**src/rtl/adc_scan_pkg.sv**
```systemverilog
package adc_scan_pkg;

    typedef enum logic [1:0] {
        SEQ_IDLE  = 2'd0,
        SEQ_ISSUE = 2'd1,
        SEQ_WAIT  = 2'd2
    } seq_state_e;

    // control register bit positions
    localparam int CB_RUN   = 7;
    localparam int CB_REP   = 6;
    localparam int CB_ACLR  = 5;
    localparam int CB_IE    = 4;
    localparam int CB_TRGEN = 1;
    localparam int CB_TRGSL = 0;
    // scan register flag position
    localparam int SB_FLAG  = 7;

endpackage

```
**src/rtl/adc_scan_regs.sv**
```systemverilog
module adc_scan_regs
    import adc_scan_pkg::*;
#(
    parameter int CH_W   = 2,
    parameter int ADDR_W = 3
) (
    input  logic              clk,
    input  logic              rst_n,
    input  logic              stop,
    input  logic              bus_wr,
    input  logic [ADDR_W-1:0] bus_addr,
    input  logic [7:0]        bus_wdata,
    input  logic              scan_end,
    input  logic              clr_run,
    output logic              run,
    output logic              rep,
    output logic              aclr,
    output logic [CH_W-1:0]   last_ch,
    output logic              eos,
    output logic [7:0]        ctrl_byte,
    output logic [7:0]        scan_byte,
    output logic              irq
);

    typedef struct packed {
        logic            run;
        logic            rep;
        logic            aclr;
        logic            ie;
        logic            trg_en;
        logic            trg_sel;
        logic [CH_W-1:0] last;
        logic            eos;
    } regs_t;

    regs_t r_d, r_q;
    logic  wr_ctrl, wr_scan;
    logic  unused_bits;

    assign wr_ctrl     = bus_wr && (bus_addr == ADDR_W'(0));
    assign wr_scan     = bus_wr && (bus_addr == ADDR_W'(1));
    assign unused_bits = ^bus_wdata[3:2];

    always_comb begin
        r_d = r_q;
        if (wr_ctrl) begin
            r_d.run     = bus_wdata[CB_RUN];
            if (!r_q.run) r_d.rep = bus_wdata[CB_REP];
            r_d.aclr    = bus_wdata[CB_ACLR];
            r_d.ie      = bus_wdata[CB_IE];
            r_d.trg_en  = bus_wdata[CB_TRGEN];
            r_d.trg_sel = bus_wdata[CB_TRGSL];
        end
        if (wr_scan) begin
            r_d.last = bus_wdata[CH_W-1:0];
            if (bus_wdata[SB_FLAG]) r_d.eos = 1'b0;
        end
        if (scan_end) r_d.eos = 1'b1;
        if (clr_run)  r_d.run = 1'b0;
        if (stop)     r_d.run = 1'b0;
    end

    always_ff @(posedge clk or negedge rst_n) begin
        if (!rst_n) r_q <= '0;
        else        r_q <= r_d;
    end

    assign run       = r_q.run;
    assign rep       = r_q.rep;
    assign aclr      = r_q.aclr;
    assign last_ch   = r_q.last;
    assign eos       = r_q.eos;
    assign irq       = r_q.eos & r_q.ie;
    assign ctrl_byte = {r_q.run, r_q.rep, r_q.aclr, r_q.ie, 2'b00, r_q.trg_en, r_q.trg_sel};
    assign scan_byte = {r_q.eos, {(7-CH_W){1'b0}}, r_q.last};

endmodule

```
**src/rtl/adc_scan_fsm.sv**
```systemverilog
module adc_scan_fsm
    import adc_scan_pkg::*;
#(
    parameter int NUM_CH = 4,
    parameter int CH_W   = 2
) (
    input  logic            clk,
    input  logic            rst_n,
    input  logic            run,
    input  logic            rep,
    input  logic [CH_W-1:0] last_ch,
    input  logic            conv_done,
    output logic            conv_start,
    output logic [CH_W-1:0] cur_ch,
    output logic            cap_en,
    output logic            scan_end,
    output logic            clr_run
);

    typedef struct packed {
        seq_state_e      st;
        logic [CH_W-1:0] ch;
    } fsm_t;

    fsm_t f_d, f_q;
    logic at_last;

    assign at_last = (f_q.ch >= last_ch) || (f_q.ch == CH_W'(NUM_CH-1));

    always_comb begin
        f_d      = f_q;
        cap_en   = 1'b0;
        scan_end = 1'b0;
        clr_run  = 1'b0;
        case (f_q.st)
            SEQ_IDLE: begin
                if (run) begin
                    f_d.st = SEQ_ISSUE;
                    f_d.ch = '0;
                end
            end
            SEQ_ISSUE: f_d.st = run ? SEQ_WAIT : SEQ_IDLE;
            SEQ_WAIT: begin
                if (!run) begin
                    f_d.st = SEQ_IDLE;
                end else if (conv_done) begin
                    cap_en = 1'b1;
                    if (at_last) begin
                        scan_end = 1'b1;
                        f_d.ch   = '0;
                        if (rep) begin
                            f_d.st = SEQ_ISSUE;
                        end else begin
                            clr_run = 1'b1;
                            f_d.st  = SEQ_IDLE;
                        end
                    end else begin
                        f_d.ch = f_q.ch + 1'b1;
                        f_d.st = SEQ_ISSUE;
                    end
                end
            end
            default: f_d.st = SEQ_IDLE;
        endcase
    end

    always_ff @(posedge clk or negedge rst_n) begin
        if (!rst_n) f_q <= '{st: SEQ_IDLE, ch: '0};
        else        f_q <= f_d;
    end

    assign conv_start = (f_q.st == SEQ_ISSUE) && run;
    assign cur_ch     = f_q.ch;

endmodule

```
**src/rtl/adc_scan_results.sv**
```systemverilog
module adc_scan_results #(
    parameter int NUM_CH = 4,
    parameter int CH_W   = 2,
    parameter int ADDR_W = 3,
    parameter int RES_W  = 10
) (
    input  logic                          clk,
    input  logic                          rst_n,
    input  logic                          aclr,
    input  logic                          bus_rd,
    input  logic [ADDR_W-1:0]             bus_addr,
    input  logic                          cap_en,
    input  logic [CH_W-1:0]               cap_ch,
    input  logic [RES_W-1:0]              cap_data,
    output logic [NUM_CH-1:0][RES_W-1:0]  data
);

    logic [RES_W-1:0] data_d [NUM_CH];
    logic [RES_W-1:0] data_q [NUM_CH];

    for (genvar i = 0; i < NUM_CH; i++) begin : g_ch
        logic rd_hit;
        assign rd_hit = bus_rd && bus_addr[ADDR_W-1] && (bus_addr[CH_W-1:0] == CH_W'(i));

        always_comb begin
            data_d[i] = data_q[i];
            if (aclr && rd_hit)                 data_d[i] = '0;
            if (cap_en && cap_ch == CH_W'(i))   data_d[i] = cap_data;
        end

        always_ff @(posedge clk or negedge rst_n) begin
            if (!rst_n) data_q[i] <= '0;
            else        data_q[i] <= data_d[i];
        end

        assign data[i] = data_q[i];
    end

endmodule

```
**src/rtl/adc_scan_seq.sv**
```systemverilog
module adc_scan_seq
    import adc_scan_pkg::*;
#(
    parameter  int NUM_CH = 4,
    parameter  int RES_W  = 10,
    parameter  int DATA_W = 16,
    localparam int CH_W   = $clog2(NUM_CH),
    localparam int ADDR_W = CH_W + 1
) (
    input  logic              clk,
    input  logic              rst_n,
    input  logic              stop,
    input  logic              bus_wr,
    input  logic              bus_rd,
    input  logic [ADDR_W-1:0] bus_addr,
    input  logic [7:0]        bus_wdata,
    output logic [DATA_W-1:0] bus_rdata,
    output logic              irq,
    output logic              conv_start,
    output logic [CH_W-1:0]   conv_ch,
    input  logic              conv_done,
    input  logic [RES_W-1:0]  conv_result
);

    logic                         run, rep, aclr, eos;
    logic                         cap_en, scan_end, clr_run;
    logic [CH_W-1:0]              last_ch, cur_ch;
    logic [7:0]                   ctrl_byte, scan_byte;
    logic [NUM_CH-1:0][RES_W-1:0] data;

    adc_scan_regs #(.CH_W(CH_W), .ADDR_W(ADDR_W)) u_regs (
        .clk, .rst_n, .stop, .bus_wr, .bus_addr, .bus_wdata,
        .scan_end, .clr_run, .run, .rep, .aclr, .last_ch, .eos,
        .ctrl_byte, .scan_byte, .irq
    );

    adc_scan_fsm #(.NUM_CH(NUM_CH), .CH_W(CH_W)) u_fsm (
        .clk, .rst_n, .run, .rep, .last_ch, .conv_done,
        .conv_start, .cur_ch, .cap_en, .scan_end, .clr_run
    );

    adc_scan_results #(.NUM_CH(NUM_CH), .CH_W(CH_W), .ADDR_W(ADDR_W), .RES_W(RES_W)) u_res (
        .clk, .rst_n, .aclr, .bus_rd, .bus_addr,
        .cap_en, .cap_ch(cur_ch), .cap_data(conv_result), .data
    );

    assign conv_ch = cur_ch;

    always_comb begin
        bus_rdata = '0;
        if (bus_addr[ADDR_W-1]) begin
            if (bus_addr[CH_W-1:0] <= CH_W'(NUM_CH-1))
                bus_rdata = DATA_W'(data[bus_addr[CH_W-1:0]]);
        end else if (bus_addr == ADDR_W'(0)) begin
            bus_rdata = DATA_W'(ctrl_byte);
        end else if (bus_addr == ADDR_W'(1)) begin
            bus_rdata = DATA_W'(scan_byte);
        end
    end

endmodule

```
**config.mk**
```make
export PLATFORM = sky130hd
export DESIGN_NAME = adc_scan_seq
export DESIGN_NICKNAME = d
export VERILOG_FILES = /design/src/rtl/adc_scan_pkg.sv /design/src/rtl/adc_scan_regs.sv /design/src/rtl/adc_scan_fsm.sv /design/src/rtl/adc_scan_results.sv /design/src/rtl/adc_scan_seq.sv
export SDC_FILE = /design/constraint.sdc
export NUM_CORES = 1
export LEC_CHECK = 0
export ABC_AREA = 1
export BUFFER_PORTS_ARGS = -buffer_cell sky130_fd_sc_hd__buf_2
export CORE_MARGIN = 4
export CORE_UTILIZATION = 50
export DETAILED_ROUTE_END_ITERATION = 10
export GPL_ROUTABILITY_DRIVEN = 1
export MAX_ROUTING_LAYER = met4
export PLACE_DENSITY = 0.75
export SLEW_MARGIN = 20
export SYNTH_ARGS = -nofsm -noshare
export SYNTH_HDL_FRONTEND = slang
export SYNTH_SLANG_ARGS = --single-unit
```
**constraint.sdc**
```tcl
create_clock -name clk -period 1.6 [get_ports clk]
set_clock_uncertainty 0.2 [all_clocks]
set_input_delay 0.4 -clock clk [delete_from_list [all_inputs] [get_ports clk]]
set_output_delay 0.4 -clock clk [all_outputs]
set_load 0.01 [all_outputs]
```
==> results.tsv, run 1 <==
stage	metric	value	unit
finish	drive_above_1_share	43.6	%
clock_network	cts_made_buffers	5	
sta	fin_ws	-0.293	ns
yosys	synth_top_family_by_area	simple AND/OR/NAND/NOR gates	
yosys	synth_edf_count	0	
grt	grt_pass1_vias	2560	
critical_path	critPathKind	input port to output pin	
finish	finalNetCount	477	
finish	multiInputGateArea	0.00164	mm²
power_and_ir_drop	p_per_area	742	mW/mm²
outcome	status	finished, violations left	
routing	met1_length	3.59	mm
sta	hold_slack	0.0740	ns
yosys	synth_common_cells	nand2_1 (170), dfrtp_1 (53), nand3_1 (44)	
floorplanning	rows	26	
placed_design	place_congestion	0.929	
routing	detail_route.wl_per_cell	18.4	µm
critical_path	cp_max_fo	6	
yosys	synthCells	367	
sta	fin_crit_sh	118	%
floorplanning	core_area	0.00524	mm²
routing	vias_per_cell	5.84	
yosys	synth.largest_area_cell	dfrtp_1	
sta	min_period	1.89	ns
yosys	synth_xor_area_share	0	%
grt	grt_max_degree	54	
routing	totalWireLength	9.45	mm
sta	tns	-5.72	ns
placed_design	dpl_cell_area	0.00320	mm²
power_and_ir_drop	seq_power_share	49.6	%
yosys	synth-main-ff-cell	dfrtp_1	
hold_path	min_path_type	input port to register	
finish	seq_area	0.00133	mm²
power_and_ir_drop	leakage	0.00215	µW
power_and_ir_drop	p_int	2130	µW
yosys	synth.area.mux_share	0	%
routing	drt-initial-drc-count	379	
critical_path	end_kind	output pin	
critical_path	cp_data_required_time	1.00	ns
placed_design	io_buffers	38	
finish	fin_area	0.00402	mm²
clock_network	clk_pin_slew	0.09	ns
power_and_ir_drop	pwr-share-comb	19.0	%
yosys	yosysMostFrequentCell	nand2_1	
floorplanning	num_io_pins	47	
outcome	violations	negative setup slack	
yosys	synth-adder-area-share	2.70	%
grt	antenna_found_initial	0	
routing	dr.pass1.iters	5	
finish	syn_to_final_growth	44.4	%
sta	rsz0062_at_grt	yes	
clock_network	clk_latency	0.32	ns
yosys	synthTopCellsByArea	dfrtp_1 (48%), nand2_1 (23%), nand3_1 (7.9%)	
routing	ant_nets	0	
power_and_ir_drop	clkPwrFrac	31.4	%
grt	grt_pass1_wl	12.5	mm
floorplanning	start_util	53.2	%
yosys	synth_top_cell_area_share	47.6	%
grt	track_usage	25.5	%
clock_network	clock_sinks	53	
finish	diodes	0	
floorplanning	dieArea	0.00683	mm²
sta	drv_slew	0	
yosys	ys_seq_area_share	47.6	%
finish	fill_cells	317	
critical_path	crit_path_start_kind	input port	
power_and_ir_drop	p_switching	858	µW
power_and_ir_drop	swShare	28.8	%
clock_network	cts_buffer_depth	2	
yosys	synthDistinctLibCells	23	
routing	route.met2.wl	4.78	mm
routing	met3WireLength	753	µm
clock_network	h-tree-depth	2	
placed_design	dp_hpwl	5.22	mm
critical_path	arrival	1.29	ns
yosys	synth-simple-area-share	38.1	%
routing	drc	0	
flow_run	drv_cap	0	
yosys	ys_seq_elements	53	
grt	grt_overflow	0	
yosys	avgSynthCellArea	7.59	µm²
yosys	synthArstFlopShare	100	%
yosys	syn_area	0.00279	mm²
power_and_ir_drop	max-vdd-ir-drop	810	µV
clock_network	cts_tree	yes	
floorplanning	die_y	82.6	µm
yosys	synth_compound_area_share	2.70	%
routing	vias	3006	
floorplanning	dieWidth	82.6	µm
yosys	yosysWarnings	0	
routing	top_layer	met4	
sta	hold_violations	0	
sta	fmax	528	MHz
clock_network	cts-root-buf	clkbuf_8	
sta	setup_viol	51	
[power by group through the flow]
stage | Sequential [µW] | Combinational [µW] | Clock [µW]
5_1_grt | 1490 | 617 | 1000
6_report | 1480 | 566 | 936
2_1_floorplan | 1470 | 218 | 0
3_5_place_dp | 1490 | 386 | 0
4_1_cts | 1470 | 468 | 943
3_3_place_gp | 1490 | 376 | 0
[cell type report]
class	instances	share of cell area [%]
timing repair buffer	81	17.0
sequential	53	33.0
timing repair inverter	2	0.809
clock inverter	2	0.964
clock buffer	6	1.80
inverter	28	3.36
tap	70	2.18
multi-input combinational	273	40.8
[cell usage in the layout, fill, tap and decap left out, drive strengths merged]
| master | instances |
|---|---|
| a21oi | 3 |
| and2 | 4 |
| buf | 80 |
| bufinv | 1 |
| clkbuf | 6 |
| clkinv | 5 |
| conb | 6 |
| dfrtp | 53 |
| dlygate4sd3 | 1 |
| ha | 6 |
| inv | 26 |
| nand2 | 170 |
| nand3 | 48 |
| nand3b | 1 |
| nand4 | 11 |
| nor2 | 11 |
| nor3 | 2 |
| o21ai | 8 |
| o22ai | 2 |
| o31ai | 1 |
[kinds of logic (layout without fill, tap and decap cells)]
| group | Yosys count | in the layout |
|---|---|---|
| buffers and inverters | 46 | 119 |
| AND/OR/NAND/NOR | 247 | 247 |
| adder cells (fa/ha/maj) | 6 | 6 |
| other | 1 | 6 |
| AO/OA/AOI/OAI | 14 | 14 |
| flip-flops | 53 | 53 |
[layer usage]
metal | global-route usage, % | vias to the layer above
met5 | - | -
met4 | 10.5 | 0
met3 | 3.90 | 45
met2 | 40.3 | 188
met1 | 33.0 | 1457
li1 | - | 1316
[final timing paths]
| path | endpoint | startpoint | slack [ns] | cells after the start |
|---|---|---|---|---|
| max reg2reg | u_res.data[29] | u_fsm.f_q[2] | -0.12 | 8 |
| max in group asynchronous | u_res.data[11] | rst_n | 0.53 | 3 |
| min in group asynchronous | u_regs.eos | rst_n | 0.40 | 3 |
| min reg2reg | u_res.data[39] | u_res.data[39] | 0.32 | 2 |
| max | bus_rdata[6] | bus_addr[0] | -0.29 | 8 |
| min | u_regs.ctrl_byte[4] | bus_wdata[4] | 0.07 | 3 |
[repair_timing]
item                       4_1_cts  5_1_grt
setup buffers                    8        5
pin swaps                       14       55
cloned                           1        4
resized for setup               32      128
setup endpoints to repair       32       58
hold endpoints to repair        53        0
hold buffers                     1        0
[registers in the layout, indices dropped and copies added (netlist names)]
register	flops
u_fsm.cur_ch	2
u_regs.ctrl_byte	3
u_fsm.f_q	2
u_regs.rep	1
u_regs.eos	1
u_regs.run	1
u_res.data	40
u_regs.aclr	1
u_regs.last_ch	2
[per-stage QoR]
step	worst slack [ns]	cells	power [µW]	util, %
detailed placement	-0.308	488	1880	61.2
floorplan	0.00899	372	1690	-
global placement	-0.305	488	1860	61.2
global route	-0.323	515	3110	76.8
finish	-0.293	515	2980	76.8
CTS	-0.258	506	2880	66.4
[worst max-delay path, stage by stage]
cell	delay (ns)
buf_12	0.11
nor2_4	0.18
buf_12	0.15
nand2_1	0.06
nand4_1	0.12
nand2_1	0.07
nand2_1	0.07
buf_2	0.13
No activity file was read; power rests on OpenSTA's default activity.
==> inputs of run 2 (changes only) <==
Settings changed: GPL_TIMING_DRIVEN set to 0.
==> results.tsv, run 2 (synthesis results as in run 1) <==
stage	metric	value	unit
clock_network	cts_tree	yes	
clock_network	cts_made_buffers	5	
floorplanning	num_io_pins	47	
power_and_ir_drop	max-vdd-ir-drop	541	µV
critical_path	end_kind	output pin	
clock_network	clk_pin_slew	0.10	ns
sta	tightest_slew	0.701	ns
flow_run	drv_cap	0	
critical_path	crit_start	bus_addr[0]	
routing	vias	2939	
critical_path	cp_max_fo	5	
routing	vias_per_cell	5.73	
sta	hold_violations	0	
floorplanning	dieWidth	82.6	µm
critical_path	r2r-start	u_fsm.f_q[2]	
routing	detail_route.wl_per_cell	18.0	µm
grt	grt_pass1_wl	12.6	mm
floorplanning	die_y	82.6	µm
finish	largest_reg_flops	40	
clock_network	cts_buffer_depth	2	
sta	fmax	516	MHz
critical_path	cp_data_required_time	1.00	ns
routing	ant_nets	0	
grt	antenna_found_initial	0	
sta	relSlewSlack	53.3	%
sta	rsz0062_at_grt	yes	
placed_design	place_congestion	0.928	
sta	fin_crit_sh	121	%
power_and_ir_drop	leakage	0.00205	µW
placed_design	io_buffers	38	
outcome	violations	negative setup slack	
critical_path	crit_path_start_kind	input port	
critical_path	endpoint	bus_rdata[1]	
grt	track_usage	25.2	%
hold_path	min_path_type	input port to register	
clock_network	clock_sinks	53	
floorplanning	start_util	53.2	%
sta	fin_ws	-0.339	ns
clock_network	h-tree-depth	2	
routing	drt-initial-drc-count	416	
finish	diodes	0	
finish	final_cell_mix	nand2_1 (149), dfrtp_1 (51), nand3_2 (41)	
finish	drive_above_1_share	38.8	%
sta	drv_slew	0	
critical_path	arrival	1.34	ns
critical_path	rr_endpoint	u_res.data[24]	
floorplanning	core_area	0.00524	mm²
sta	setup_viol	54	
power_and_ir_drop	p_per_area	778	mW/mm²
floorplanning	dieArea	0.00683	mm²
clock_network	cts-root-buf	clkbuf_8	
outcome	status	finished, violations left	
finish	mostFrequentLayoutCell	nand2_1	
finish	finalNetCount	475	
routing	drc	0	
clock_network	clk_latency	0.32	ns
grt	grt_overflow	0	
finish	syn_to_final_growth	38.5	%
critical_path	reg2reg_slack	-0.16	ns
routing	dr.pass1.iters	5	
critical_path	critPathKind	input port to output pin	
floorplanning	rows	26	
placed_design	pre_cts_slack	-0.443	ns
sta	min_period	1.94	ns
placed_design	dp_hpwl	4.94	mm
critical_path	rr_worst_depth	8	
sta	tns	-6.18	ns
grt	grt_max_degree	54	
routing	totalWireLength	9.26	mm
grt	grt_pass1_vias	2553	
-- run 2: cell types whose count changed in the layout (fill, tap and decap cells not counted), sizes merged --
cell | before | now
clkinv | 5 | 2
clkinvlp | 0 | 1
clkbuf | 6 | 8
inv | 26 | 27
buf | 80 | 77
-- run 2: timing repair --
item,CTS,global route
gates cloned,3,4
hold buffers,1,0
endpoints found under the hold margin,53,0
gates resized for setup,26,90
buffers inserted,12,6
pin swaps,11,57
endpoints found under the setup margin,53,59
-- run 2: metrics by stage --
stage / total power, µW / cells / utilization, % / instance area [µm²] / hold slack [ns]
2_1_floorplan: 1690 / 372 / - / 2820 / -0.0956
3_3_place_gp: 1830 / 480 / 59.2 / 3100 / 0.280
3_5_place_dp: 1840 / 480 / 59.2 / 3100 / 0.285
4_1_cts: 2860 / 503 / 64.8 / 3400 / 0.0912
5_1_grt: 3110 / 513 / 73.7 / 3860 / 0.0904
6_report: 3000 / 513 / 73.7 / 3860 / 0.0849
-- run 2: critical path, cell delays in order --
cell and delay (ns):
buf_12 0.11, nor2_4 0.20, buf_6 0.17, nand2_1 0.07, nand4_1 0.11, nand2_1 0.07, nand2_1 0.07, buf_2 0.13
-- run 2: worst min path at each step --
stage / slack (ns) / startpoint / cells past startpoint / endpoint
2_1_floorplan: -0.1 / rst_n / 0 / u_fsm.cur_ch[0]
3_3_place_gp: 0.28 / u_res.data[5] / 2 / u_res.data[5]
3_5_place_dp: 0.28 / rst_n / 1 / u_fsm.f_q[2]
4_1_cts: 0.09 / bus_wdata[5] / 3 / u_regs.aclr
5_1_grt: 0.09 / bus_wdata[5] / 3 / u_regs.aclr
6_report: 0.08 / bus_wdata[5] / 3 / u_regs.aclr
-- run 2: routing by layer --
layer  up-vias  wire, µm  global-route usage, %
met5         -         0                      -
met4         0       331                   8.66
met3        40       720                   4.88
met2       184      4550                   39.4
met1      1407      3650                   33.1
li1       1308         -                      -
-- run 2: layout make-up --
| type | count | area, µm² |
|---|---|---|
| buffer | 17 | 166 |
| clock buffer | 5 | 68.8 |
| clock inverter | 3 | 46.3 |
| fill | 352 | 1380 |
| inverter | 28 | 119 |
| multi-input combinational | 273 | 1550 |
| sequential | 53 | 1330 |
| tap | 70 | 87.6 |
| timing repair buffer | 64 | 493 |
-- run 2: where the power goes --
part / switching (µW) / leakage [µW] / internal [µW] / total, µW
Sequential: 72.1 / 0.000719 / 1410 / 1480
Combinational: 316 / 0.00128 / 239 / 555
Clock: 496 / 0.0000543 / 470 / 966
Total: 885 / 0.00205 / 2120 / 3000
